===== src/rtl/batch_age_pkg.sv =====
package batch_age_pkg;
  // Command from the flag control to the age datapath.
  typedef struct packed {
    logic clearAge;  // restart the batch age at zero
    logic bumpAge;   // batch still pending: advance age (saturating)
  } ageCmd_t;
endpackage


===== src/rtl/batch_age_ctrl.sv =====
module batch_age_ctrl
  import batch_age_pkg::*;
#(
  parameter int NUM_BANKS = 8
) (
  input  logic                 clk,
  input  logic                 rstN,
  input  logic [NUM_BANKS-1:0] queueNonEmpty,
  input  logic [NUM_BANKS-1:0] issueStb,
  input  logic                 ageExpired,
  output logic [NUM_BANKS-1:0] oldFlags,
  output logic [NUM_BANKS-1:0] allowMask,
  output ageCmd_t              ageCmd
);
  logic [NUM_BANKS-1:0] survivors;
  logic                 batchDone;
  logic [NUM_BANKS-1:0] flagsNext;

  // Flags that remain once this cycle's issues are applied.
  assign survivors = oldFlags & ~issueStb;
  assign batchDone = (survivors == '0);

  always_comb begin
    if (batchDone) begin
      flagsNext = queueNonEmpty;
    end else begin
      flagsNext = survivors;
    end
  end

  always_comb begin
    ageCmd.clearAge = batchDone;
    ageCmd.bumpAge  = !batchDone;
  end

  // Per-bank gating: unflagged banks are blocked only after expiry.
  for (genvar b = 0; b < NUM_BANKS; b++) begin : gBank
    assign allowMask[b] = oldFlags[b] | ~ageExpired;
  end

  always_ff @(posedge clk) begin
    if (!rstN) begin
      oldFlags <= '0;
    end else begin
      oldFlags <= flagsNext;
    end
  end
endmodule


===== src/rtl/batch_age_dp.sv =====
module batch_age_dp
  import batch_age_pkg::*;
#(
  parameter int BUSY_W = 4,
  localparam int AGE_W = BUSY_W + 2
) (
  input  logic              clk,
  input  logic              rstN,
  input  logic [BUSY_W-1:0] busyTime,
  input  ageCmd_t           ageCmd,
  output logic [AGE_W-1:0]  ageCnt,
  output logic              ageExpired
);
  localparam logic [AGE_W-1:0] AGE_MAX = '1;

  logic [AGE_W-1:0] limit;

  // Twice the busy time, zero-extended into the counter width.
  assign limit      = {1'b0, busyTime, 1'b0};
  assign ageExpired = (ageCnt > limit);

  always_ff @(posedge clk) begin
    if (!rstN) begin
      ageCnt <= '0;
    end else if (ageCmd.clearAge) begin
      ageCnt <= '0;
    end else if (ageCmd.bumpAge && (ageCnt != AGE_MAX)) begin
      ageCnt <= ageCnt + 1'b1;
    end
  end
endmodule


===== src/rtl/batch_age_tracker.sv =====
module batch_age_tracker
  import batch_age_pkg::*;
#(
  parameter int NUM_BANKS = 8,
  parameter int BUSY_W    = 4
) (
  input  logic                 clk,
  input  logic                 rstN,
  input  logic [BUSY_W-1:0]    busyTime,
  input  logic [NUM_BANKS-1:0] queueNonEmpty,
  input  logic [NUM_BANKS-1:0] issueStb,
  output logic [NUM_BANKS-1:0] allowMask
);
  localparam int AGE_W = BUSY_W + 2;

  ageCmd_t              ageCmd;
  logic                 ageExpired;
  logic [AGE_W-1:0]     ageCnt;
  logic [NUM_BANKS-1:0] oldFlags;

  batch_age_ctrl #(.NUM_BANKS(NUM_BANKS)) uCtrl (
    .clk           (clk),
    .rstN          (rstN),
    .queueNonEmpty (queueNonEmpty),
    .issueStb      (issueStb),
    .ageExpired    (ageExpired),
    .oldFlags      (oldFlags),
    .allowMask     (allowMask),
    .ageCmd        (ageCmd)
  );

  batch_age_dp #(.BUSY_W(BUSY_W)) uDp (
    .clk        (clk),
    .rstN       (rstN),
    .busyTime   (busyTime),
    .ageCmd     (ageCmd),
    .ageCnt     (ageCnt),
    .ageExpired (ageExpired)
  );
endmodule


===== config.mk =====
export PLATFORM = sky130hd
export DESIGN_NAME = batch_age_tracker
export DESIGN_NICKNAME = d
export VERILOG_FILES = /design/src/rtl/batch_age_pkg.sv /design/src/rtl/batch_age_ctrl.sv /design/src/rtl/batch_age_dp.sv /design/src/rtl/batch_age_tracker.sv
export SDC_FILE = /design/constraint.sdc
export NUM_CORES = 1
export LEC_CHECK = 0
export CAP_MARGIN = 20
export CORE_MARGIN = 4
export CORE_UTILIZATION = 44
export DETAILED_ROUTE_END_ITERATION = 8
export DONT_BUFFER_PORTS = 1
export GPL_TIMING_DRIVEN = 0
export MAX_ROUTING_LAYER = met4
export PLACE_DENSITY_LB_ADDON = 0.05
export SYNTH_ARGS = -nofsm -noshare
export SYNTH_HDL_FRONTEND = slang
export SYNTH_HIERARCHICAL = 1
export SYNTH_SLANG_ARGS = --single-unit

===== constraint.sdc =====
create_clock -name clk -period 2.25 [get_ports clk]
set_input_delay 0.225 -clock clk [delete_from_list [all_inputs] [get_ports clk]]
set_output_delay 0.225 -clock clk [all_outputs]
set_load 0.02 [all_outputs]

==> impl_metrics.yaml <==
status:
  status: "completed"
timing:
  holdWs_ns: 0.105
  final-setup-viol-count: 0
  setup_slack_ns: 0.231
  hold_violations: 0
  max_freq_mhz: 495
  period_needed_ns: 2.02
  maxSlewHeadroom: 0.727
  worst_pin_slew_ns: 0.409
  rsz0062_at_grt: "false"
  maxSlewViolCount: 0
  tns_ns: 0
  min_period_over_period: 0.897
  fin_skew_ns: 0.00129
setup_path:
  ff2ff_setup_slack_ns: 0.56
  rr_startpoint: "uCtrl/oldFlags[7]"
  reg2regPathDepth: 6
  r2r_end: "uDp/ageCnt[4]"
  cp_data_arrival_time_ns: 1.79
  critical_path_class: "reg2out"
  setup.worst_path.start_class: "register"
  end_kind: "output port"
  cp_max_fo: 8
  worstPathRequired_ns: 2.03
placement:
  place_area_um2: 925
  dp_cells: 129
  place.gp.congestion: 0.808
  hpwl_mm: 1.47
  place_worst_setup_slack_ns: -0.0508
  portBuffers: 0
floorplan:
  core-area_um2: 1940
  die_h_um: 53.0
  start_util: 0.459
  die_x_um: 53.0
  die_area_um2: 2810
  io_pins: 30
  rows: 16
synthesis:
  avgSynthCellArea_um2: 8.73
  synth_fp_nets: 129
  synth_edf_count: 0
  yosysTopAreaCell: "dfxtp_1"
  async_flop_share: 0
  yosys_warnings: 6
  synthTopCellsByCount: "14 x dfxtp_1, 12 x nand2_1, 9 x nand2b_1"
  synth-seq-cells: 14
  synthFlopType: "dfxtp_1"
  yosysTopAreaCellShare: 0.315
  synth_most_common_cell: "dfxtp_1"
  synth_cell_type_count: 30
  synth_area_leaders: "dfxtp_1 31%, ha_1 7.0%, nand2b_1 6.3%"
  syn_inst: 102
  ys_seq_area_frac: 0.315
  syn-cell-area_um2: 891
cts:
  clock_sinks: 14
  cts_buffers: 3
  htree_levels: 1
  cts_tree: "done"
  path_clk_slew_ns: 0.08
  cts_buffer_depth: 2
  clk_latency_ns: 0.27
  hold_buffers: 0
  cts_root_buffer: "clkbuf_4"
routing:
  drt_iter0_drc: 16
  num_vias: 747
  drc: 0
  wirelength_mm: 1.78
  ant_nets: 0
  via_per_inst: 5.66
  wl_per_cell_um: 13.5
  dr.pass1.iters: 4
pwr:
  power_frac_seq: 0.491
  intPower_mw: 0.417
  p_leak_nw: 0.392
  p_clk_frac: 0.221
  p_total_mw: 0.605
  power_switching_mw: 0.188
  powerDensity_nw_per_um2: 636
  swShare: 0.311
  ir_drop_uv: 330
  comb_power_share: 0.288
global_routing:
  grt_pass1_vias: 686
  grt_use_total: 0.147
  antenna_found_initial: 0
  grt.overflow.total: 0
  grt_max_degree: 9
  grt_pass1_wl_mm: 2.93
cells_and_area:
  area_growth_pct: 6.74
  final_area_um2: 951
  layout-drive-gt1-share: 0.181
  nFillCells: 207
  layout.nets: 134
  final_util: 0.490
  stdcell_count: 132
  seqCellArea_um2: 280
  n_antenna_cell: 0
  multi_input_area_um2: 573
job:
  cap_violations: 0
hold_path:
  min-delay-start: "queueNonEmpty[2]"
  min_delay_path_depth: 2
  hold_path_class: "in2reg"
  whs_endpoint: "uCtrl/oldFlags[2]"
==> power groups by stage <==
| stage | Sequential (mW) | Clock, mW | Combinational (mW) |
|---|---|---|---|
| 2_1_floorplan | 0.299 | 0 | 0.150 |
| 6_report | 0.297 | 0.134 | 0.175 |
| 4_1_cts | 0.298 | 0.143 | 0.176 |
| 5_1_grt | 0.300 | 0.150 | 0.194 |
| 3_5_place_dp | 0.304 | 0 | 0.176 |
| 3_3_place_gp | 0.303 | 0 | 0.173 |
==> critical path, stage by stage (launching register included) <==
cell      delay (ns)
dfxtp_1         0.38
ha_1            0.30
nand2_1         0.06
o21a_1          0.19
o21ai_2         0.34
nand2b_1        0.25
==> worst max path at each step <==
stage / endpoint / startpoint / depth (start not counted)
after floorplan: allowMask[0] / uDp/ageCnt[3] / 5
after global placement: allowMask[5] / uDp/ageCnt[3] / 5
after detailed placement: allowMask[7] / uDp/ageCnt[3] / 5
after CTS: allowMask[7] / uDp/ageCnt[3] / 5
after global routing: allowMask[7] / uDp/ageCnt[3] / 5
final: allowMask[7] / uDp/ageCnt[3] / 5
==> per-layer routing <==
| metal | vias to the layer above | GRT usage | wire length, um |
|---|---|---|---|
| met5 | - | - | 0 |
| met2 | 18 | 0.233 | 904 |
| met4 | 0 | 0.0638 | 23 |
| met3 | 4 | 0.0338 | 55 |
| li1 | 376 | - | - |
| met1 | 349 | 0.176 | 795 |
==> state kept, by name, summed over array words and instances (netlist names) <==
| register | count |
|---|---|
| uDp/ageCnt | 6 |
| uCtrl/oldFlags | 8 |
==> logic make-up (layout without fill, tap and decap cells) <==
group                    count (synthesis)  count (layout)  synth area share
buffers and inverters                    9              12            0.0463
AO/OA/AOI/OAI                           18              18             0.138
XOR/XNOR                                 1               1           0.00983
adder cells (fa/ha/maj)                  5               5            0.0702
AND/OR/NAND/NOR                         54              54             0.410
multiplexers                             1               1            0.0112
flip-flops                              14              14             0.315
==> area by class of cell <==
cell class	count	share of cell area
well taps	27	0.0355
plain buffers	2	0.0158
flip-flops and latches	14	0.295
multi-input cells	79	0.603
inverters	7	0.0276
clock buffers	3	0.0237
==> placed cells by master (no fill, tap or decap), types with 2 or more instances in the layout <==
master    count
a21oi_1       5
nor2_1        3
nand2_1      12
and3_1        2
nand2b_2      4
clkbuf_4      3
nand4_1       2
inv_1         7
nand2b_1      9
nand4b_1      3
nor3_1        5
o21ai_2       2
buf_4         2
ha_1          5
o22ai_1       3
nand3_1       4
a211oi_1      2
nand2b_4      4
o32ai_1       4
dfxtp_1      14
==> repair_timing <==
item,CTS,global route
buffers inserted,0,0
gates resized for setup,2,0
endpoints found under the hold margin,0,0
endpoints found under the setup margin,8,0
(Power assumes the default switching activity.)
